==> src/rtl/sbd_pkg.sv <==
package sbd_pkg;
  localparam int CTRL_W  = 8;
  localparam int RD_BIT  = 0;
  localparam int WR_BIT  = 1;
  localparam int CS_BIT  = 6;
  localparam int PWR_BIT = 7;

  typedef enum logic [1:0] {
    WA_LCD_CMD = 2'd0,
    WA_LED     = 2'd1,
    WA_LCD_DAT = 2'd2,
    WA_SCAN    = 2'd3
  } wr_dest_e;

  typedef enum logic [1:0] {
    RA_KEYS     = 2'd0,
    RA_LCD_STAT = 2'd1,
    RA_NONE     = 2'd2,
    RA_LCD_DAT  = 2'd3
  } rd_src_e;

  // Qualifier: strobe OR chip select (both active low) is nonzero.
  function automatic logic qual_high(input logic [CTRL_W-1:0] c, input int sb);
    return c[sb] | c[CS_BIT];
  endfunction

  // Qualifier goes from high in the old value to low in the new one.
  function automatic logic qual_falls(input logic [CTRL_W-1:0] old_c,
                                      input logic [CTRL_W-1:0] new_c,
                                      input int sb);
    return qual_high(old_c, sb) && !qual_high(new_c, sb);
  endfunction
endpackage

==> src/rtl/sbd_ctrl_track.sv <==
module sbd_ctrl_track
  import sbd_pkg::*;
(
  input  logic              clk,
  input  logic              rst,
  input  logic              ctrl_we,
  input  logic [CTRL_W-1:0] ctrl_in,
  output logic [CTRL_W-1:0] ctrl_cur,
  output logic [CTRL_W-1:0] ctrl_prev,
  output logic              powered,
  output logic              wr_fire,
  output logic              rd_fire
);
  logic accept, pwr_next, wr_edge, rd_edge;

  assign accept   = ctrl_we && (ctrl_in != ctrl_cur);
  assign pwr_next = powered | (accept & ctrl_in[PWR_BIT]);
  assign wr_edge  = accept && qual_falls(ctrl_cur, ctrl_in, WR_BIT);
  assign rd_edge  = accept && qual_falls(ctrl_cur, ctrl_in, RD_BIT);
  // Write wins when both qualifiers fall in one update.
  assign wr_fire  = pwr_next && wr_edge;
  assign rd_fire  = pwr_next && rd_edge && !wr_edge;

  always_ff @(posedge clk) begin
    if (rst) begin
      ctrl_cur  <= '1;
      ctrl_prev <= '1;
      powered   <= 1'b0;
    end else begin
      powered <= pwr_next;
      if (accept) begin
        ctrl_prev <= ctrl_cur;
        ctrl_cur  <= ctrl_in;
      end
    end
  end

  AST_PWR_STICKY: assert property (@(posedge clk) disable iff (rst)
    powered |=> powered);

  AST_PREV_FOLLOWS: assert property (@(posedge clk) disable iff (rst)
    (!$past(rst) && (ctrl_cur != $past(ctrl_cur))) |-> (ctrl_prev == $past(ctrl_cur)));
endmodule

==> src/rtl/sbd_wr_dispatch.sv <==
module sbd_wr_dispatch
  import sbd_pkg::*;
#(
  parameter int DW = 8,
  parameter int AW = 2
) (
  input  logic          clk,
  input  logic          rst,
  input  logic          wr_fire,
  input  logic [AW-1:0] addr,
  input  logic [DW-1:0] data,
  output logic [DW-1:0] led,
  output logic [DW-1:0] scan_sel,
  output logic          lcd_stb,
  output logic          lcd_rs,
  output logic [DW-1:0] lcd_byte
);
  wr_dest_e dest;
  assign dest = wr_dest_e'(addr[1:0]);

  always_ff @(posedge clk) begin
    if (rst) begin
      led      <= '0;
      scan_sel <= '1;
      lcd_stb  <= 1'b0;
      lcd_rs   <= 1'b0;
      lcd_byte <= '0;
    end else begin
      lcd_stb <= 1'b0;
      if (wr_fire) begin
        unique case (dest)
          WA_LED:  led      <= data;
          WA_SCAN: scan_sel <= data;
          WA_LCD_CMD, WA_LCD_DAT: begin
            lcd_stb  <= 1'b1;
            lcd_rs   <= (dest == WA_LCD_DAT);
            lcd_byte <= data;
          end
          default: ;
        endcase
      end
    end
  end

  AST_LCD_WR_PULSE: assert property (@(posedge clk) disable iff (rst)
    lcd_stb |=> !lcd_stb);
endmodule

==> src/rtl/sbd_rd_capture.sv <==
module sbd_rd_capture
  import sbd_pkg::*;
#(
  parameter int DW = 8,
  parameter int AW = 2
) (
  input  logic          clk,
  input  logic          rst,
  input  logic          rd_fire,
  input  logic [AW-1:0] addr,
  input  logic [DW-1:0] kbd_sense,
  input  logic [DW-1:0] lcd_reply,
  output logic          lcd_req,
  output logic          lcd_req_rs,
  output logic [DW-1:0] din
);
  logic    pend;
  rd_src_e src;

  always_ff @(posedge clk) begin
    if (rst) begin
      pend <= 1'b0;
      src  <= RA_NONE;
    end else begin
      pend <= rd_fire;
      if (rd_fire) src <= rd_src_e'(addr[1:0]);
    end
  end

  assign lcd_req    = pend && ((src == RA_LCD_STAT) || (src == RA_LCD_DAT));
  assign lcd_req_rs = (src == RA_LCD_DAT);

  always_ff @(posedge clk) begin
    if (rst) begin
      din <= '0;
    end else if (pend) begin
      unique case (src)
        RA_KEYS:                 din <= kbd_sense;
        RA_LCD_STAT, RA_LCD_DAT: din <= lcd_reply;
        default: ;
      endcase
    end
  end

  AST_DIN_HOLD: assert property (@(posedge clk) disable iff (rst)
    (!$past(rst) && !$past(pend)) |-> $stable(din));

  AST_REQ_PULSE: assert property (@(posedge clk) disable iff (rst)
    lcd_req |=> !lcd_req);
endmodule

==> src/rtl/strobe_bus_decoder.sv <==
module strobe_bus_decoder
  import sbd_pkg::*;
#(
  parameter int DW = 8,
  parameter int AW = 2
) (
  input  logic          clk,
  input  logic          rst,
  input  logic          host_ctrl_we,
  input  logic [7:0]    host_ctrl,
  input  logic          host_addr_we,
  input  logic [AW-1:0] host_addr,
  input  logic          host_dout_we,
  input  logic [DW-1:0] host_dout,
  input  logic [DW-1:0] kbd_sense,
  input  logic [DW-1:0] lcd_rd_byte,
  output logic          powered,
  output logic [DW-1:0] led,
  output logic [DW-1:0] scan_sel,
  output logic          lcd_wr_stb,
  output logic          lcd_wr_rs,
  output logic [DW-1:0] lcd_wr_byte,
  output logic          lcd_rd_stb,
  output logic          lcd_rd_rs,
  output logic [DW-1:0] host_din
);
  logic [AW-1:0]     addr_q, addr_eff;
  logic [DW-1:0]     dout_q, dout_eff;
  logic [CTRL_W-1:0] ctrl_cur, ctrl_prev;
  logic              wr_fire, rd_fire;

  always_ff @(posedge clk) begin
    if (rst) begin
      addr_q <= '0;
      dout_q <= '0;
    end else begin
      if (host_addr_we) addr_q <= host_addr;
      if (host_dout_we) dout_q <= host_dout;
    end
  end

  // Values written in the same cycle as the control byte take effect.
  assign addr_eff = host_addr_we ? host_addr : addr_q;
  assign dout_eff = host_dout_we ? host_dout : dout_q;

  sbd_ctrl_track u_track (
    .clk      (clk),
    .rst      (rst),
    .ctrl_we  (host_ctrl_we),
    .ctrl_in  (host_ctrl),
    .ctrl_cur (ctrl_cur),
    .ctrl_prev(ctrl_prev),
    .powered  (powered),
    .wr_fire  (wr_fire),
    .rd_fire  (rd_fire)
  );

  sbd_wr_dispatch #(.DW(DW), .AW(AW)) u_wr (
    .clk     (clk),
    .rst     (rst),
    .wr_fire (wr_fire),
    .addr    (addr_eff),
    .data    (dout_eff),
    .led     (led),
    .scan_sel(scan_sel),
    .lcd_stb (lcd_wr_stb),
    .lcd_rs  (lcd_wr_rs),
    .lcd_byte(lcd_wr_byte)
  );

  sbd_rd_capture #(.DW(DW), .AW(AW)) u_rd (
    .clk       (clk),
    .rst       (rst),
    .rd_fire   (rd_fire),
    .addr      (addr_eff),
    .kbd_sense (kbd_sense),
    .lcd_reply (lcd_rd_byte),
    .lcd_req   (lcd_rd_stb),
    .lcd_req_rs(lcd_rd_rs),
    .din       (host_din)
  );

  AST_WR_OVER_RD: assert property (@(posedge clk) disable iff (rst)
    lcd_wr_stb |-> !lcd_rd_stb);

  AST_GATED_BY_PWR: assert property (@(posedge clk) disable iff (rst)
    (lcd_wr_stb || lcd_rd_stb) |-> powered);
endmodule

==> config.mk <==
export PLATFORM = sky130hd
export DESIGN_NAME = strobe_bus_decoder
export DESIGN_NICKNAME = d
export VERILOG_FILES = /design/src/rtl/sbd_pkg.sv /design/src/rtl/sbd_ctrl_track.sv /design/src/rtl/sbd_wr_dispatch.sv /design/src/rtl/sbd_rd_capture.sv /design/src/rtl/strobe_bus_decoder.sv
export SDC_FILE = /design/constraint.sdc
export NUM_CORES = 1
export LEC_CHECK = 0
export ABC_AREA = 1
export CORE_UTILIZATION = 40
export DETAILED_ROUTE_END_ITERATION = 6
export PLACE_DENSITY = 0.67
export SYNTH_ARGS = -nofsm -noshare
export SYNTH_HDL_FRONTEND = slang
export SYNTH_HIERARCHICAL = 1
export SYNTH_SLANG_ARGS = --single-unit
==> constraint.sdc <==
create_clock -name clk -period 3 [get_ports clk]
set_input_delay 0.6 -clock clk [delete_from_list [all_inputs] [get_ports clk]]
set_output_delay 0.6 -clock clk [all_outputs]
set_load 0.005 [all_outputs]
== After elaboration in Yosys (flattened, before gate mapping) ==
Index checks and enable logic that the tools add are counted.
Word-level totals
  register bits after elaboration: 56
  logic and storage cells: 52
Cells by class
  bitwise gates (word level): 7
  reduce and logical (&&, ||, !) cells: 23
  equality and inequality tests: 6
  mux-type cells: 4
Operators by type and width (count)
  case mux 8 bit (2 select lines): 1
  logical AND 1 bit: 9
  2-to-1 mux 8 bit: 1
  != test 8 bit: 1
  AND reduction 2 bit: 4
  == test 2 bit (second input constant): 3
  OR reduction 2 bit: 3
  bitwise OR 1 bit: 5
  == test 2 x 1 -> 1 bit (second input constant): 2
  logical NOT 2 bit: 2
  logical NOT 1 bit: 3
  2-to-1 mux 2 bit: 1
  nonzero test 2 bit: 1
  bitwise AND 1 bit: 1
  logical OR 1 bit: 1
  2-to-1 mux 1 bit: 1
  NOT 1 bit: 1

== Longest topological paths before layout ==
Gate-level depths: netlist of run 1.
  word-level depth: 7
  mapped depth: 15
  gate-level depth less buffers: 14

== Cells and area by module ==
The synthesis of run 1 kept the hierarchy.
Modules (own cells, without submodules)
  sbd_wr_dispatch: cells each 130, area an instance 985.9 µm², instances 1
  sbd_ctrl_track: cells each 111, area an instance 795.8 µm², instances 1
  strobe_bus_decoder: cells each 84, area an instance 564.3 µm², instances 1
  sbd_rd_capture: cells each 92, area an instance 561.8 µm², instances 1

== Worst setup path after synthesis of run 1 ==
OpenSTA, ideal clock, no wires.
  kind: input to register
  from: input host_ctrl[0]
  to: register u_wr.lcd_byte[0]
  data arrival time: 1.706 ns
  buffers on the path: 1
  path slack: 1.178 ns
  stages: 14
  data required time: 2.884 ns
  path through: inv_1 -> nand2_1 -> nand2_1 -> nand2_1 -> nor2_2 -> nand2_4 -> nand2_4 -> nor2_1 -> nand2_1 -> inv_1 -> nand2_1 -> buf_6 -> o21ai_0 -> nor2_1
On the way
  longest elaborated chain between the ends: 6
RTL lines
  from (decl): RTL line strobe_bus_decoder.sv:10  | input logic [7:0] host_ctrl,
  != test 8 bit *: RTL line sbd_ctrl_track.sv:16  | assign accept = ctrl_we && (ctrl_in != ctrl_cur);
  logical AND 1 bit *: RTL line sbd_ctrl_track.sv:16
  bitwise AND 1 bit: RTL line sbd_ctrl_track.sv:17  | assign pwr_next = powered | (accept & ctrl_in[PWR_BIT]);
  bitwise OR 1 bit: RTL line sbd_ctrl_track.sv:17
  logical AND 1 bit *: RTL line sbd_ctrl_track.sv:21  | assign wr_fire = pwr_next && wr_edge;
  named net wr_fire: RTL line strobe_bus_decoder.sv:30  | logic wr_fire, rd_fire;
  AND reduction 2 bit (no source line) *
  to (signal assigned): RTL line sbd_wr_dispatch.sv:37  | lcd_byte <= data;
  to (decl): RTL line sbd_wr_dispatch.sv:16  | output logic [DW-1:0] lcd_byte
Mark *: on every way through the listed nets, which the timed path passes. The rest lies on a longest branch.
A chain may end at the register's enable or synchronous reset.

== Final worst setup path of run 1 ==
  from: input host_ctrl[1]
  to: register u_wr.lcd_byte[1]
On the way
  longest elaborated chain between the ends: 6
RTL lines (RTL line)
  != test 8 bit / bitwise OR 1 bit (equally long branches): sbd_ctrl_track.sv:16, sbd_pkg.sv:24
  logical AND 1 bit / logical NOT 1 bit (equally long branches): sbd_ctrl_track.sv:16, sbd_pkg.sv:31
  bitwise AND 1 bit / logical AND 1 bit (equally long branches): sbd_ctrl_track.sv:17, sbd_pkg.sv:31
  bitwise OR 1 bit / logical AND 1 bit (equally long branches): sbd_ctrl_track.sv:17, sbd_ctrl_track.sv:18
  logical AND 1 bit *: sbd_ctrl_track.sv:21
  named net wr_fire: strobe_bus_decoder.sv:30
  AND reduction 2 bit (no source line) *
Marks and branches as above.

==> results of run 1 <==
-- worst max path at each step --
| stage | start | to | slack (ns) | cells past startpoint |
|---|---|---|---|---|
| 2_1_floorplan | host_ctrl[0] | u_wr/lcd_byte[0]$_SDFFE_PP0P_ | 1.19 | 14 |
| 3_3_place_gp | host_ctrl[1] | u_wr/lcd_byte[3]$_SDFFE_PP0P_ | 0.29 | 14 |
| 3_5_place_dp | host_ctrl[1] | u_wr/lcd_byte[1]$_SDFFE_PP0P_ | 0.22 | 15 |
| 4_1_cts | host_ctrl[1] | u_wr/lcd_byte[1]$_SDFFE_PP0P_ | 0.56 | 15 |
| 5_1_grt | host_ctrl[1] | u_wr/lcd_byte[1]$_SDFFE_PP0P_ | 0.28 | 15 |
| 6_report | host_ctrl[1] | u_wr/lcd_byte[1]$_SDFFE_PP0P_ | 0.55 | 15 |
-- state kept, by name, summed over array words and instances (netlist names) --
register and count:
u_wr/lcd_byte 8, dout_q 8, u_rd/pend 1, u_wr/led 8, u_track/powered 1, u_wr/lcd_rs 1
u_rd/src 2, u_wr/scan_sel 8, u_track/ctrl_cur 8, u_rd/din 8, addr_q 2, u_wr/lcd_stb 1
-- critical path, stage by stage --
cell	delay [ns]
clkdlybuf4s50_1	0.54
inv_1	0.05
nand2_1	0.06
nand2_1	0.04
nand2_1	0.06
nor2_2	0.05
nand2_4	0.12
nand2_4	0.09
nor2_1	0.18
nand2_1	0.08
inv_1	0.14
nand2_1	0.25
inv_1	0.27
nor2_1	0.06
nor2_1	0.10
-- report_power, final --
| part | leakage [nW] | internal (mW) | switching (mW) |
|---|---|---|---|
| Clock | 0.0485 | 0.168 | 0.249 |
| Combinational | 1.25 | 0.102 | 0.107 |
| Sequential | 0.457 | 0.769 | 0.0158 |
-- cell type report --
cell class,instances,area (um2),share of cell area [%]
multi-input combinational,249,1162,33.27
sequential,56,1121,32.09
timing repair buffer,76,758.2,21.70
inverter,68,264.0,7.557
tap,77,96.34,2.758
clock buffer,5,68.82,1.970
clock inverter,3,22.52,0.6447
-- layout by cell type, fill, tap and decap left out, types with 2 or more instances in the layout --
cell type	instances
xnor2_1	5
clkbuf_8	5
dfxtp_1	56
nand3_1	33
clkinv_2	2
nand2_1	103
nor2_2	10
clkdlybuf4s50_1	75
nor2_1	55
nand2_2	19
o21ai_0	10
inv_2	3
nand2_4	5
a21oi_1	3
inv_1	63
-- per-stage QoR --
stage               cells  worst slack [ns]  power [mW]  hold slack [ns]  utilization, %
global placement      526            0.2880       1.009           0.4556           53.58
CTS                   534            0.5559       1.428           0.4882           55.01
detailed placement    526            0.2225       1.013           0.4588           53.58
global route          534            0.2798       1.489           0.5121           55.01
floorplan             385             1.191      0.9224           0.4478               -
finish                534            0.5469       1.411           0.4885           55.01
-- layer usage --
layer	share of wire (%)	global-route usage (%)
met1	48	23.19
met2	46	28.24
met3	5.0	3.579
met4	0.96	5.172
met5	0	0
==> impl_metrics.env, run 1 <==
export IMPL_status="complete, no violations"
export IMPL_holdPathStages=2
export IMPL_die_h_um=83.20
export IMPL_dpl_cell_area_mm2=0.003402
export IMPL_syn2layout_area_growth_pct=32.45
export IMPL_p_per_area_mw_per_mm2=403.8
export IMPL_clk_latency_ns=0.31
export IMPL_slew_violations=0
export IMPL_post_dp_hpwl_um=4244
export IMPL_num_vias=2355
export IMPL_reg2reg_slack_ns=0.99
export IMPL_required_ns=3.25
export IMPL_synthCells=385
export IMPL_drt_iter0_markers=129
export IMPL_core_rowCount=29
export IMPL_crit_type="primary input to flip-flop"
export IMPL_r2r_cells=12
export IMPL_avgRoutedWirePerCell_um=10.32
export IMPL_clockRootBuffer="clkbuf_8"
export IMPL_max_vdd_ir_drop_uv=194.5
export IMPL_grt_ovfl_total=0
export IMPL_leakage_nw=1.754
export IMPL_yosys_warnings=6
export IMPL_final_layout_size_suffix_gt1_share_pct=11.16
export IMPL_ctsHoldBuffers=0
export IMPL_cts_reportedPaths_clkPinSlew_ns=0.11
export IMPL_rsz0062_at_grt="false"
export IMPL_hold_path_end="u_wr/scan_sel[5]$_SDFFE_PP1P_"
export IMPL_relSlewSlack_pct=55.06
export IMPL_dieArea_mm2=0.006922
export IMPL_cp_start_kind="primary input"
export IMPL_cts_setup_buffers=0
export IMPL_synthesis_area_mm2=0.002638
export IMPL_post_cts_resized=0
export IMPL_syn_nets=424
export IMPL_first_global_vias=2177
export IMPL_portBuffers=75
export IMPL_rr_startpoint="u_track/ctrl_cur[6]$_SDFFE_PP1N_"
export IMPL_hold_path_class="flip-flop to flip-flop"
export IMPL_vias_per_cell=4.410
export IMPL_numCtsBuffers=5
export IMPL_pin_count=76
export IMPL_crit_path_end_kind="flip-flop"
export IMPL_finalSetupTns_ns=0
export IMPL_firstDrtPassIters=4
export IMPL_nFillCells=644
export IMPL_initial_core_util_pct=41.54
export IMPL_cts_buffer_depth=2
export IMPL_cts_tree="done"
export IMPL_setup_viol=0
export IMPL_hold_violations=0
export IMPL_antenna_cells=0
export IMPL_drtAntennaViolNets=0
export IMPL_path_max_fanout=11
export IMPL_r2r_end="u_wr/lcd_byte[3]$_SDFFE_PP0P_"
export IMPL_antenna_found_initial=0
export IMPL_grt_max_degree=26
export IMPL_tightest_slew_ns=0.6733
export IMPL_die_w_um=83.20
export IMPL_skew_ns=0.01375
export IMPL_core_mm2=0.006350
export IMPL_arrival_ns=2.71
export IMPL_clock_sinks=56
export IMPL_routabilityCongestion=0.7591
export IMPL_maxCapViolCount=0
export IMPL_fin_nets=495
export IMPL_routed_wl_um=5509
export IMPL_final_period_utilization_pct=81.77
export IMPL_min_delay_start="u_wr/scan_sel[5]$_SDFFE_PP1P_"
export IMPL_htreeDepth=2
export IMPL_syn_area_per_cell_um2=6.851
export IMPL_grt_use_total_pct=17.36
export IMPL_drcViolationCount=0
export IMPL_clock_fmax_mhz=407.7
export IMPL_final_cell_area_mm2=0.003493
export IMPL_grt_pass1_wl_um=9929
export IMPL_layout_min_cycle_time_ns=2.453
Power figures use the tool's default switching activity.
==> run 2: changes to the inputs <==
--- a/config.mk
+++ b/config.mk
@@ -8,7 +8,7 @@
 export ABC_AREA = 1
 export CORE_UTILIZATION = 40
 export DETAILED_ROUTE_END_ITERATION = 6
-export PLACE_DENSITY = 0.67
+export PLACE_DENSITY = 0.69
 export SYNTH_ARGS = -nofsm -noshare
 export SYNTH_HDL_FRONTEND = slang
 export SYNTH_HIERARCHICAL = 1
==> constraint.sdc (replaced) <==
create_clock -name clk -period 2.1 [get_ports clk]
set_input_delay 0.42 -clock clk [delete_from_list [all_inputs] [get_ports clk]]
set_output_delay 0.42 -clock clk [all_outputs]
set_load 0.005 [all_outputs]
==> impl_metrics.env, run 2 (same netlist as run 1, synthesis figures left out) <==
export IMPL_vias_per_cell=4.449
export IMPL_p_int_mw=1.495
export IMPL_clkPwrFrac_pct=28.6
export IMPL_top_layer="met4"
export IMPL_critPathSlowestCell="clkdlybuf4s50_1"
export IMPL_hold_path_class="flip-flop to flip-flop"
export IMPL_slowest_delay_ns=0.51
export IMPL_met3_length_um=324
export IMPL_cts_tree="done"
export IMPL_crit_type="primary input to flip-flop"
export IMPL_rsz0062_at_grt="false"
export IMPL_fin_cells=550
export IMPL_p_total_mw=2.014
export IMPL_clk_latency_ns=0.31
export IMPL_first_global_vias=2284
export IMPL_avgRoutedWirePerCell_um=10.57
export IMPL_route_met2_wl_um=2750
export IMPL_hold_violations=0
export IMPL_drtAntennaViolNets=0
export IMPL_drt_iter0_markers=117
export IMPL_die_w_um=83.20
export IMPL_grt_ovfl_total=0
export IMPL_required_ns=2.29
export IMPL_pwr_share_seq_pct=55.5
export IMPL_crit_path_end_kind="flip-flop"
export IMPL_grt_pass1_wl_um=10250
export IMPL_p_per_area_mw_per_mm2=557.1
export IMPL_num_vias=2447
export IMPL_power_frac_comb_pct=15.9
export IMPL_die_h_um=83.20
export IMPL_clock_fmax_mhz=524.0
export IMPL_core_rowCount=29
export IMPL_portBuffers=75
export IMPL_pin_count=76
export IMPL_path_cells="clkdlybuf4s50_1, xnor2_1, nand2_1, nor2_2, nand2_4, nand3_1, nand2_1, nand2_1, inv_2, nand3_2, clkinv_2, nand2_1, nand3_1"
export IMPL_htreeDepth=2
export IMPL_firstDrtPassIters=4
export IMPL_ctsHoldBuffers=0
export IMPL_wl_met1_um=2675
export IMPL_arrival_ns=2.10
export IMPL_cts_buffer_depth=2
export IMPL_antenna_cells=0
export IMPL_final_cell_mix="nand2_1, clkdlybuf4s50_1, inv_1"
export IMPL_clockRootBuffer="clkbuf_8"
export IMPL_cp_start_kind="primary input"
export IMPL_final_layout_size_suffix_gt1_share_pct=14.38
export IMPL_relSlewSlack_pct=67.80
export IMPL_slew_violations=0
export IMPL_routabilityCongestion=0.8288
export IMPL_max_vdd_ir_drop_uv=339.0
export IMPL_tightest_slew_ns=0.4815
export IMPL_skew_ns=0.01493
export IMPL_path_max_fanout=8
export IMPL_fin_nets=511
export IMPL_p_sw_share_pct=25.78
export IMPL_p_switching_mw=0.5192
export IMPL_setup_viol=0
export IMPL_syn2layout_area_growth_pct=37.10
export IMPL_post_dp_hpwl_um=4391
export IMPL_path_common_cell="nand2_1"
export IMPL_maxCapViolCount=0
export IMPL_grt_max_degree=26
export IMPL_leakage_nw=1.829
export IMPL_routed_wl_um=5813
export IMPL_layout_commonest_cell="nand2_1"
export IMPL_core_mm2=0.006350
export IMPL_initial_core_util_pct=41.54
export IMPL_grt_use_total_pct=18.08
export IMPL_antenna_found_initial=0
export IMPL_dieArea_mm2=0.006922
export IMPL_layout_min_cycle_time_ns=1.909
export IMPL_numCtsBuffers=5
export IMPL_final_period_utilization_pct=90.88
export IMPL_cts_reportedPaths_clkPinSlew_ns=0.10
export IMPL_clock_sinks=56
export IMPL_status="complete, no violations"
export IMPL_dpl_cell_count=542
export IMPL_drcViolationCount=0
run 2: changes by cell type in the layout (fill, tap and decap cells not counted):
| cell | before | now |
|---|---|---|
| nand2_2 | 19 | 20 |
| dlymetal6s2s_1 | 0 | 1 |
| inv_6 | 1 | 0 |
| clkdlybuf4s50_1 | 75 | 74 |
| clkbuf_1 | 0 | 1 |
| clkinv_2 | 2 | 1 |
| nand2_1 | 103 | 102 |
| clkinvlp_4 | 0 | 1 |
| buf_4 | 1 | 17 |
| inv_2 | 3 | 4 |
| inv_1 | 63 | 62 |
run 2: metrics by stage:
stage	instance area [um2]	util [%]	hold WS (ns)	setup WS [ns]	TNS [ns]
2_1_floorplan	2638	-	0.4478	0.4712	0
4_1_cts	3611	56.87	0.4829	0.1206	0
5_1_grt	3616	56.95	0.5059	0.02856	0
3_3_place_gp	3522	55.47	0.4612	-0.1733	-3.522
3_5_place_dp	3522	55.47	0.4569	-0.2061	-4.124
6_report	3616	56.95	0.4800	0.1915	0
run 2: power by group through the flow:
stage / Sequential [mW] / Combinational [mW] / Clock (mW)
after CTS: 1.12 / 0.323 / 0.602
after detailed placement: 1.14 / 0.320 / 0
after global placement: 1.14 / 0.317 / 0
final: 1.12 / 0.320 / 0.575
after global routing: 1.12 / 0.360 / 0.662
after floorplan: 1.14 / 0.178 / 0
run 2: cell type report:
type / count / area, um2
Fill cell: 590 / 2734
Multi-Input combinational cell: 249 / 1165
Sequential cell: 56 / 1121
Timing Repair Buffer: 92 / 880.8
Inverter: 68 / 264.0
Tap cell: 77 / 96.34
Clock buffer: 6 / 72.57
Clock inverter: 2 / 16.27
run 2: critical path: cells and delay by family:
| family | cells | cell delay [ns] |
|---|---|---|
| xor+xnor | 1 | 0.14 |
| buf+inv | 3 | 0.70 |
| simple gates | 9 | 0.83 |
run 2: final timing paths:
check                                  end  depth (start not counted)                        startpoint  slack (ns)
max          u_wr/scan_sel[5]$_SDFFE_PP1P_                         13                      host_ctrl[4]        0.19
min               u_wr/lcd_rs$_SDFFE_PP0P_                          2          u_wr/lcd_rs$_SDFFE_PP0P_        0.48
max reg2reg  u_wr/scan_sel[5]$_SDFFE_PP1P_                         12  u_track/ctrl_cur[6]$_SDFFE_PP1N_        0.45
min reg2reg       u_wr/lcd_rs$_SDFFE_PP0P_                          2          u_wr/lcd_rs$_SDFFE_PP0P_        0.48
run 2: metal layers:
metal	up-vias	track usage, %
li1	1310	-
met5	-	0
met4	0	4.859
met2	70	31.30
met3	4	4.672
met1	1063	22.17
run 2: what timing repair did:
action | CTS | global route
resized for setup | 0 | 3
endpoints found under the hold margin | 0 | 0
endpoints found under the setup margin | 0 | 14
buffers inserted | 0 | 0
